File: config.mk
export PLATFORM = sky130hd
export DESIGN_NAME = ccd_window_sequencer
export DESIGN_NICKNAME = d
export VERILOG_FILES = /design/src/rtl/ccdseq_pkg.sv /design/src/rtl/ccdseq_tick.sv /design/src/rtl/ccdseq_linewave.sv /design/src/rtl/ccdseq_pixwave.sv /design/src/rtl/ccd_window_sequencer.sv
export SDC_FILE = /design/constraint.sdc
export NUM_CORES = 1
export LEC_CHECK = 0
export BUFFER_PORTS_ARGS = -buffer_cell sky130_fd_sc_hd__buf_2
export CORE_MARGIN = 3
export CORE_UTILIZATION = 51
export DETAILED_ROUTE_END_ITERATION = 7
export PLACE_DENSITY_LB_ADDON = 0.1
export SYNTH_ARGS = -nofsm -noshare
export SYNTH_HDL_FRONTEND = slang
export SYNTH_SLANG_ARGS = --single-unit
File: constraint.sdc
create_clock -name clk -period 13.6 [get_ports clk]
set_input_delay 0.68 -clock clk [delete_from_list [all_inputs] [get_ports clk]]
set_output_delay 0.68 -clock clk [all_outputs]
set_load 0.1 [all_outputs]
File: src/rtl/ccdseq_pkg.sv
package ccdseq_pkg;

    typedef enum logic [1:0] {
        ST_IDLE,
        ST_LINE,
        ST_SCAN,
        ST_DONE
    } seq_state_e;

    typedef struct packed {
        logic [2:0] phase;
        logic       tgate;
        logic       lclamp;
    } par_drive_t;

    typedef struct packed {
        logic [2:0] phase;
        logic       sumwell;
        logic       rgate;
        logic       irst;
        logic       clamp;
        logic       integ;
        logic       hold;
        logic       conv;
    } ser_drive_t;

    function automatic int unsigned cwidth(input int unsigned n);
        return (n < 2) ? 1 : $clog2(n);
    endfunction

    function automatic int unsigned max3(input int unsigned a, input int unsigned b,
                                         input int unsigned c);
        int unsigned m;
        m = (a > b) ? a : b;
        return (m > c) ? m : c;
    endfunction

    function automatic logic in_span(input logic [15:0] idx, input logic [15:0] first,
                                     input logic [15:0] size);
        return (idx >= first) && ({1'b0, idx} < ({1'b0, first} + {1'b0, size}));
    endfunction

endpackage

File: src/rtl/ccdseq_tick.sv
module ccdseq_tick
    import ccdseq_pkg::*;
#(
    parameter int unsigned DIV = 10
) (
    input  logic clk,
    input  logic rst,
    input  logic run,
    output logic tick
);
    localparam int unsigned DW = cwidth(DIV);
    localparam logic [DW-1:0] LAST = DW'(DIV - 1);

    logic [DW-1:0] cnt;

    always_ff @(posedge clk) begin
        if (rst || !run) begin
            cnt <= '0;
        end else if (cnt == LAST) begin
            cnt <= '0;
        end else begin
            cnt <= cnt + 1'b1;
        end
    end

    assign tick = run && (cnt == LAST);

    AST_TICK_RANGE: assert property (@(posedge clk) disable iff (rst)
        cnt <= LAST);

endmodule

File: src/rtl/ccdseq_linewave.sv
module ccdseq_linewave
    import ccdseq_pkg::*;
#(
    parameter int unsigned LINE_TICKS = 1000,
    parameter int unsigned CNTW       = 10
) (
    input  logic            active,
    input  logic [CNTW-1:0] cnt,
    output par_drive_t      drv
);
    localparam int unsigned QT = LINE_TICKS / 4;
    localparam logic [CNTW-1:0] E1 = CNTW'(QT);
    localparam logic [CNTW-1:0] E2 = CNTW'(2 * QT);
    localparam logic [CNTW-1:0] E3 = CNTW'(3 * QT);

    always_comb begin
        drv = '0;
        if (active) begin
            if (cnt < E1) begin
                drv.phase = 3'b001;
            end else if (cnt < E2) begin
                drv.phase = 3'b010;
            end else if (cnt < E3) begin
                drv.phase = 3'b100;
            end else begin
                drv.tgate  = 1'b1;
                drv.lclamp = 1'b1;
            end
        end
    end

endmodule

File: src/rtl/ccdseq_pixwave.sv
module ccdseq_pixwave
    import ccdseq_pkg::*;
#(
    parameter int unsigned PIX_TICKS  = 400,
    parameter int unsigned DUMP_TICKS = 10,
    parameter int unsigned CNTW       = 10
) (
    input  logic            active,
    input  logic            full,
    input  logic [CNTW-1:0] cnt,
    output ser_drive_t      drv
);
    localparam int unsigned Q  = PIX_TICKS / 8;
    localparam int unsigned DT = DUMP_TICKS / 3;
    localparam logic [CNTW-1:0] B1 = CNTW'(Q);
    localparam logic [CNTW-1:0] B2 = CNTW'(2 * Q);
    localparam logic [CNTW-1:0] B3 = CNTW'(3 * Q);
    localparam logic [CNTW-1:0] B4 = CNTW'(4 * Q);
    localparam logic [CNTW-1:0] B5 = CNTW'(5 * Q);
    localparam logic [CNTW-1:0] B6 = CNTW'(6 * Q);
    localparam logic [CNTW-1:0] B7 = CNTW'(7 * Q);
    localparam logic [CNTW-1:0] PLAST = CNTW'(PIX_TICKS - 1);
    localparam logic [CNTW-1:0] D1 = CNTW'(DT);
    localparam logic [CNTW-1:0] D2 = CNTW'(2 * DT);

    always_comb begin
        drv = '0;
        if (active && full) begin
            if (cnt < B1) begin
                drv.phase = 3'b001;
                drv.rgate = 1'b1;
                drv.irst  = 1'b1;
            end else if (cnt < B2) begin
                drv.phase = 3'b001;
                drv.clamp = 1'b1;
            end else if (cnt < B3) begin
                drv.phase = 3'b010;
                drv.integ = 1'b1;
            end else if (cnt < B4) begin
                drv.phase = 3'b010;
                drv.hold  = 1'b1;
            end else if (cnt < B5) begin
                drv.phase   = 3'b100;
                drv.sumwell = 1'b1;
            end else if (cnt < B6) begin
                drv.hold = 1'b1;
            end else if (cnt < B7) begin
                drv.integ = 1'b1;
            end else begin
                drv.hold = 1'b1;
                drv.conv = (cnt == PLAST);
            end
        end else if (active) begin
            drv.rgate = 1'b1;
            if (cnt < D1) begin
                drv.phase = 3'b001;
            end else if (cnt < D2) begin
                drv.phase = 3'b010;
            end else begin
                drv.phase   = 3'b100;
                drv.sumwell = 1'b1;
            end
        end
    end

endmodule

File: src/rtl/ccd_window_sequencer.sv
module ccd_window_sequencer
    import ccdseq_pkg::*;
#(
    parameter int unsigned COLS       = 1024,
    parameter int unsigned ROWS       = 1024,
    parameter int unsigned TICK_DIV   = 10,
    parameter int unsigned PIX_TICKS  = 400,
    parameter int unsigned LINE_TICKS = 1000,
    parameter int unsigned DUMP_TICKS = 10,
    localparam int unsigned CW = cwidth(COLS),
    localparam int unsigned RW = cwidth(ROWS)
) (
    input  logic          clk,
    input  logic          rst,
    input  logic          start,
    input  logic          abort,
    input  logic [CW-1:0] x_start,
    input  logic [CW:0]   x_size,
    input  logic [RW-1:0] y_start,
    input  logic [RW:0]   y_size,
    output logic [2:0]    par_clk,
    output logic          tgate,
    output logic          line_clamp,
    output logic [2:0]    ser_clk,
    output logic          sum_well,
    output logic          reset_gate,
    output logic          int_rst,
    output logic          cds_clamp,
    output logic          integ,
    output logic          hold,
    output logic          adc_start,
    output logic          pixel_valid,
    output logic [RW-1:0] row_idx,
    output logic [CW-1:0] col_idx,
    output logic          busy,
    output logic          done
);
    localparam int unsigned CNTW = cwidth(max3(PIX_TICKS, LINE_TICKS, DUMP_TICKS));
    localparam logic [CNTW-1:0] LINE_LAST = CNTW'(LINE_TICKS - 1);
    localparam logic [CNTW-1:0] PIX_LAST  = CNTW'(PIX_TICKS - 1);
    localparam logic [CNTW-1:0] DUMP_LAST = CNTW'(DUMP_TICKS - 1);
    localparam logic [RW-1:0]   ROW_LAST  = RW'(ROWS - 1);
    localparam logic [CW-1:0]   COL_LAST  = CW'(COLS - 1);

    seq_state_e      state;
    logic [RW-1:0]   row;
    logic [CW-1:0]   col;
    logic [CNTW-1:0] cnt;
    logic [CW-1:0]   xs_q;
    logic [CW:0]     xsz_q;
    logic [RW-1:0]   ys_q;
    logic [RW:0]     ysz_q;

    logic       tick;
    logic       row_in;
    logic       col_in;
    logic       slot_last;
    par_drive_t pdrv;
    ser_drive_t sdrv;

    assign busy = (state == ST_LINE) || (state == ST_SCAN);
    assign done = (state == ST_DONE);

    ccdseq_tick #(.DIV(TICK_DIV)) u_tick (
        .clk  (clk),
        .rst  (rst),
        .run  (busy),
        .tick (tick)
    );

    assign row_in = in_span(16'(row), 16'(ys_q), 16'(ysz_q));
    assign col_in = in_span(16'(col), 16'(xs_q), 16'(xsz_q));

    always_comb begin
        if (state == ST_LINE) begin
            slot_last = (cnt == LINE_LAST);
        end else if (col_in) begin
            slot_last = (cnt == PIX_LAST);
        end else begin
            slot_last = (cnt == DUMP_LAST);
        end
    end

    always_ff @(posedge clk) begin
        if (rst) begin
            state <= ST_IDLE;
            row   <= '0;
            col   <= '0;
            cnt   <= '0;
            xs_q  <= '0;
            xsz_q <= '0;
            ys_q  <= '0;
            ysz_q <= '0;
        end else if (abort) begin
            state <= ST_IDLE;
            cnt   <= '0;
        end else begin
            unique case (state)
                ST_IDLE, ST_DONE: begin
                    if (start) begin
                        state <= ST_LINE;
                        row   <= '0;
                        col   <= '0;
                        cnt   <= '0;
                        xs_q  <= x_start;
                        xsz_q <= x_size;
                        ys_q  <= y_start;
                        ysz_q <= y_size;
                    end
                end
                ST_LINE: begin
                    if (tick) begin
                        if (slot_last) begin
                            cnt <= '0;
                            if (row_in) begin
                                state <= ST_SCAN;
                                col   <= '0;
                            end else if (row == ROW_LAST) begin
                                state <= ST_DONE;
                            end else begin
                                row <= row + 1'b1;
                            end
                        end else begin
                            cnt <= cnt + 1'b1;
                        end
                    end
                end
                ST_SCAN: begin
                    if (tick) begin
                        if (slot_last) begin
                            cnt <= '0;
                            if (col == COL_LAST) begin
                                col <= '0;
                                if (row == ROW_LAST) begin
                                    state <= ST_DONE;
                                end else begin
                                    row   <= row + 1'b1;
                                    state <= ST_LINE;
                                end
                            end else begin
                                col <= col + 1'b1;
                            end
                        end else begin
                            cnt <= cnt + 1'b1;
                        end
                    end
                end
                default: state <= ST_IDLE;
            endcase
        end
    end

    ccdseq_linewave #(.LINE_TICKS(LINE_TICKS), .CNTW(CNTW)) u_line (
        .active (state == ST_LINE),
        .cnt    (cnt),
        .drv    (pdrv)
    );

    ccdseq_pixwave #(.PIX_TICKS(PIX_TICKS), .DUMP_TICKS(DUMP_TICKS), .CNTW(CNTW)) u_pix (
        .active (state == ST_SCAN),
        .full   (col_in),
        .cnt    (cnt),
        .drv    (sdrv)
    );

    assign par_clk     = pdrv.phase;
    assign tgate       = pdrv.tgate;
    assign line_clamp  = pdrv.lclamp;
    assign ser_clk     = sdrv.phase;
    assign sum_well    = sdrv.sumwell;
    assign reset_gate  = sdrv.rgate;
    assign int_rst     = sdrv.irst;
    assign cds_clamp   = sdrv.clamp;
    assign integ       = sdrv.integ;
    assign hold        = sdrv.hold;
    assign adc_start   = sdrv.conv;
    assign pixel_valid = sdrv.conv && tick;
    assign row_idx     = row;
    assign col_idx     = col;

    AST_IDLE_QUIET: assert property (@(posedge clk) disable iff (rst)
        !busy |-> (par_clk == 3'b000 && ser_clk == 3'b000 && !adc_start && !tgate));
    AST_SER_ONEHOT: assert property (@(posedge clk) disable iff (rst)
        $onehot0(ser_clk));
    AST_PAR_SER_EXCL: assert property (@(posedge clk) disable iff (rst)
        !((|par_clk) && (|ser_clk)));
    AST_PV_CONV: assert property (@(posedge clk) disable iff (rst)
        pixel_valid |-> (adc_start && hold));
    AST_PV_WINDOW: assert property (@(posedge clk) disable iff (rst)
        pixel_valid |-> (row_in && col_in));
    AST_ABORT_IDLE: assert property (@(posedge clk) disable iff (rst)
        abort |=> (!busy && !done && par_clk == 3'b000 && ser_clk == 3'b000));
    AST_DONE_HOLD: assert property (@(posedge clk) disable iff (rst)
        (done && !start && !abort) |=> done);
    AST_WINDOW_FROZEN: assert property (@(posedge clk) disable iff (rst)
        (busy && !abort) |=> ($stable(xs_q) && $stable(ysz_q)));

endmodule

### After elaboration in Yosys (flattened, before gate mapping)

Cells that the tools add are included.

| storage, ports and cells | value |
|---|---|
| register bits | 78 |
| bits of input ports | 46 |
| output and inout bits | 38 |
| word-level logic and storage cells | 137 |

| cells by class | value |
|---|---|
| add/sub/neg operators | 6 |
| $lt $le $gt $ge | 15 |
| equal/unequal tests | 19 |
| multiplexer cells | 69 |
| bitwise logic cells | 1 |
| reduce and logical (&&, ||, !) cells | 18 |

Operators by type and width:

| kind | number |
|---|---|
| 2-to-1 mux 10 bit | 16 |
| one-hot mux 10 bit (3 select lines) | 2 |
| 2-to-1 mux 3 bit | 11 |
| adder 10 x 1 -> 10 bit, second input constant | 3 |
| == test 10 bit, second input constant | 3 |
| < comparator 10 x 8 -> 1 bit, second input constant | 3 |
| < comparator 10 x 9 -> 1 bit, second input constant | 3 |
| 2-to-1 mux 2 bit | 15 |
| adder 10 x 11 -> 12 bit | 2 |
| < comparator 10 x 12 -> 1 bit | 2 |
| >= comparator 10 bit | 2 |
| 2-to-1 mux 5 bit | 4 |
| one-hot mux 10 bit (2 select lines) | 1 |
| 2-to-1 mux 1 bit | 17 |
| inequality test 2 bit, second input constant | 8 |
| AND reduction 7 bit | 2 |
| == test 10 x 4 -> 1 bit, second input constant | 1 |
| == test 10 x 9 -> 1 bit, second input constant | 1 |
| < comparator 10 bit, second input constant | 1 |
| < comparator 10 x 2 -> 1 bit, second input constant | 1 |
| < comparator 10 x 3 -> 1 bit, second input constant | 1 |
| < comparator 10 x 6 -> 1 bit, second input constant | 1 |
| < comparator 10 x 7 -> 1 bit, second input constant | 1 |
| 2-to-1 mux 4 bit | 2 |
| other kinds (16) | 25 |

### Logic depth before layout (Yosys ltp)

| logic depth | value |
|---|---|
| depth after elaboration | 10 |
| gate-level depth with buffers | 20 |
| depth with buffers taken out | 19 |

### By module

From an unflattened synthesis, not the netlist that was laid out.

| unflattened totals | value |
|---|---|
| cells, all modules | 772 |
| area total of the unflattened synthesis | 6,103.4 µm² |

Modules (own cells, without submodules):

| module | instances | cells an instance | area each (µm²) | seq. area each (µm²) |
|---|---|---|---|---|
| ccd_window_sequencer | 1 | 688 | 5,475.3 | 1,481.4 |
| ccdseq_pixwave | 1 | 48 | 337.8 | 0.0 |
| ccdseq_tick | 1 | 18 | 180.2 | 80.1 |
| ccdseq_linewave | 1 | 18 | 110.1 | 0.0 |

### Worst setup path after synthesis

OpenSTA, ideal clock, no wires.

| timing | value |
|---|---|
| kind | register to output |
| from | register xs_q[0] |
| to | output port ser_clk[1] |
| arrival | 6,012 ps |
| data required time | 12,920 ps |
| slack | 6,908 ps |
| cell stages (with the launch flop) | 16 |
| path buffers | 0 |
| cells stage by stage | dfxtp_1 ha_1 fa_1 a21o_1 a221oi_1 o21ai_0 a21oi_1 xor2_1 ha_1 nand2_1 or4_1 o221a_1 or3_1 o21ai_0 o2111ai_1 a21boi_0 |

| on the way | value |
|---|---|
| word-level cells in the longest chain between the ends | 5 |
| elaborated cells between the ends (all ways) | 6 |
| those cells by class | 1 x add/sub; 2 x order compare; 1 x mux; 2 x reduce/logical |

Ends and longest elaborated chain:

| item | RTL line | text |
|---|---|---|
| start, declared | ccd_window_sequencer.sv:49 | `logic [CW-1:0] xs_q;` |
| start signal, assigned | ccd_window_sequencer.sv:105 | `xs_q <= x_start;` |
| adder 10 x 11 -> 12 bit | ccdseq_pkg.sv:40 | `return (idx >= first) && ({1'b0, idx} < ({1'b0, first} + {1'b0, size}));` |
| < comparator 10 x 12 -> 1 bit | ccdseq_pkg.sv:40 |  |
| logical AND 1 bit (*) | ccdseq_pkg.sv:40 |  |
| logical AND 1 bit (*) | ccdseq_pixwave.sv:28 | `if (active && full) begin` |
| 2-to-1 mux 5 bit (*) | ccdseq_pixwave.sv:28 |  |
| end, declared | ccd_window_sequencer.sv:24 | `output logic [2:0] ser_clk,` |

Every way passes the cells marked *; elsewhere a longest branch is shown, timed or not.

### Final worst setup path

Same ends and word-level chain as after synthesis.

==> impl_metrics.env <==
export IMPL_outcome="completed"
export IMPL_synth_area_leaders="dfxtp_1 28%, ha_1 15%, nand2_1 8.5%"
export IMPL_start_util=0.536
export IMPL_setup_viol=0
export IMPL_dp_cells=925
export IMPL_io_pins=84
export IMPL_hold_depth=2
export IMPL_wl_mm=14.7
export IMPL_path_clk_slew_ns=0.07
export IMPL_yosysTopAreaCellShare=0.277
export IMPL_port_buffers=83
export IMPL_pwr_share_seq=0.475
export IMPL_dp_hpwl_mm=11.1
export IMPL_layout_nets=915
export IMPL_cts_resized=0
export IMPL_gr_usage_all_layers=0.235
export IMPL_p_total_mw=0.506
export IMPL_dieArea_um2=12300
export IMPL_p_leak_nw=2.70
export IMPL_routedWlPerCell_um=15.7
export IMPL_cts_tree="yes"
export IMPL_relSlewSlack=0.410
export IMPL_end_kind="primary output"
export IMPL_yosysTopAreaCell="dfxtp_1"
export IMPL_synth_common_cells="128 x nand2_1, 79 x a21oi_1, 78 x dfxtp_1"
export IMPL_power_density_nw_per_um2=80.4
export IMPL_cts_sinks=78
export IMPL_rows=37
export IMPL_drc=0
export IMPL_hp_class="reg2reg"
export IMPL_die_h_um=111
export IMPL_diodes=0
export IMPL_grt_pass1_vias=5116
export IMPL_cts_setup_buffers=0
export IMPL_finalHoldViolCount=0
export IMPL_rsz0062_at_grt="no"
export IMPL_rr_worst_depth=16
export IMPL_drive_gt1_frac=0.147
export IMPL_synth_main_ff_cell="dfxtp_1"
export IMPL_synthesis_nets=851
export IMPL_slew_viol_final=0
export IMPL_internal_power_mw=0.357
export IMPL_antenna_found_initial=0
export IMPL_die_w_um=111
export IMPL_yosysUniqueCellTypes=65
export IMPL_fmax_mhz=161
export IMPL_crit_path_start_kind="register"
export IMPL_grt_overflow_total=0
export IMPL_clock_path_buffers=2
export IMPL_worst_path_max_fanout=6
export IMPL_vias_per_cell=5.89
export IMPL_p_comb_frac=0.181
export IMPL_vias=5539
export IMPL_cp_slowest_cell="o21ai_0"
export IMPL_sw_frac_of_total=0.295
export IMPL_hold_buffers=0
export IMPL_fin_setup_tns_ns=0
export IMPL_insertion_delay_ns=0.36
export IMPL_cts_max_level=3
export IMPL_syn_area_um2=5630
export IMPL_grt_max_degree=66
export IMPL_syn_area_per_cell_um2=7.65
export IMPL_timing_rr_start="xs_q[0]$_SDFFE_PP0P_"
export IMPL_async_reset_ff_frac=0
export IMPL_coreArea_um2=10500
export IMPL_area_delta_synth_final_pct=11.8
export IMPL_fin_util=0.599
export IMPL_stdcell_count=940
export IMPL_syn_inst=736
export IMPL_max_cap_viol_count=0
export IMPL_fin_skew_ns=0.0167
export IMPL_worst_pin_slew_ns=0.885
export IMPL_max_stage_delay_ns=0.65
export IMPL_min_from="xsz_q[3]$_SDFFE_PP0P_"
export IMPL_ys_warn_count=0
export IMPL_grt_pass1_wl_mm=24.5
export IMPL_drtIter0Drc=395
export IMPL_root_buffer="clkbuf_8"
export IMPL_power_share_clock=0.344
export IMPL_startpoint="xs_q[0]$_SDFFE_PP0P_"
export IMPL_required_ns=12.92
export IMPL_fin_crit_sh=0.456
export IMPL_peakVddDrop_v=0.0000681
export IMPL_cp_cell_sequence="ha_1, fa_1, a21o_1, a221oi_1, o21ai_0, a21oi_1, xor2_1, ha_1, nand2_1, or4_1, o221a_1, or3_1, o21ai_0, o2111ai_1, a21boi_0, buf_2"
export IMPL_critPathKind="reg2out"
export IMPL_layout_min_cycle_time_ns=6.20
export IMPL_gp_congestion=0.913
export IMPL_first_pass_iters=5
export IMPL_yosysSeqAreaShare=0.277
export IMPL_p_switching_mw=0.149
export IMPL_synth_seq_cells=78
export IMPL_synthMostInstantiatedCell="nand2_1"
export IMPL_critPathArrivalTime_ns=5.52
export IMPL_drtAntennaViolNets=0
export IMPL_synth_edf_count=0
export IMPL_cts_buffers=9
through the flow:
stage | hold slack, ns | instance area, um2 | setup WS [ns]
finish | 0.461 | 6300 | 7.40
global route | 0.485 | 6300 | 7.19
CTS | 0.465 | 6300 | 7.44
detailed placement | 0.455 | 6110 | 7.85
global placement | 0.447 | 6110 | 8.05
floorplan | 0.433 | 5630 | 6.91
final cells by class:
class | instances | area [um2]
Fill cell | 993 | 4210
Sequential cell | 78 | 1560
Clock inverter | 4 | 47.5
Multi-Input combinational cell | 576 | 3740
Timing Repair Buffer | 89 | 460
Clock buffer | 11 | 141
Inverter | 46 | 173
Tap cell | 136 | 170
power groups by stage:
stage	combinational (mW)	sequential, mW	clock, mW
floorplan	0.0656	0.245	0
global placement	0.0879	0.245	0
detailed placement	0.0912	0.246	0
CTS	0.0917	0.240	0.178
global route	0.103	0.241	0.188
finish	0.0918	0.240	0.174
critical path: cells and delay by family (launching register included):
kind                       cells  cell delay, ns
AOI/OAI and AO/OA              8            2.33
and+or+nand+nor                3            0.98
adders and majority gates      3            0.95
buffers and inverters          1            0.45
DFF                            1            0.34
xor gates and xnor gates       1            0.11
registers in the layout, summed over array words and instances (netlist names):
signal	count
cnt	10
col_idx	10
row_idx	10
state	2
u_tick.cnt	4
xs_q	10
xsz_q	11
ys_q	10
ysz_q	11
cell usage in the layout (no fill, tap or decap), drive strengths merged, types with 18 or more instances in the layout:
cell type / n
a21oi: 79
a31oi: 18
buf: 89
dfxtp: 78
ha: 67
inv: 46
nand2: 128
nand3: 21
nor2: 46
nor3: 21
o21ai: 29
routing by layer:
layer,GRT usage,up-vias,wire (um)
li1,-,2776,-
met1,0.316,2602,6940
met2,0.383,139,6740
met3,0.0388,22,704
met4,0.0803,0,322
met5,0,-,0
cell families after synthesis:
group,share of synthesized area
buffers and inverters,0.0589
and+or+nand+nor,0.233
muxes,0.00577
DFF,0.277
AOI/OAI and AO/OA,0.244
xor gates and xnor gates,0.0249
adders and majority gates,0.156
final timing paths:
check | slack (ns) | endpoint
max | 7.40 | ser_clk[1]
min | 0.46 | xsz_q[3]$_SDFFE_PP0P_
max reg2reg | 8.15 | col_idx[2]$_SDFFE_PP0P_
min reg2reg | 0.46 | xsz_q[3]$_SDFFE_PP0P_
No activity file was read; power rests on OpenSTA's default activity.
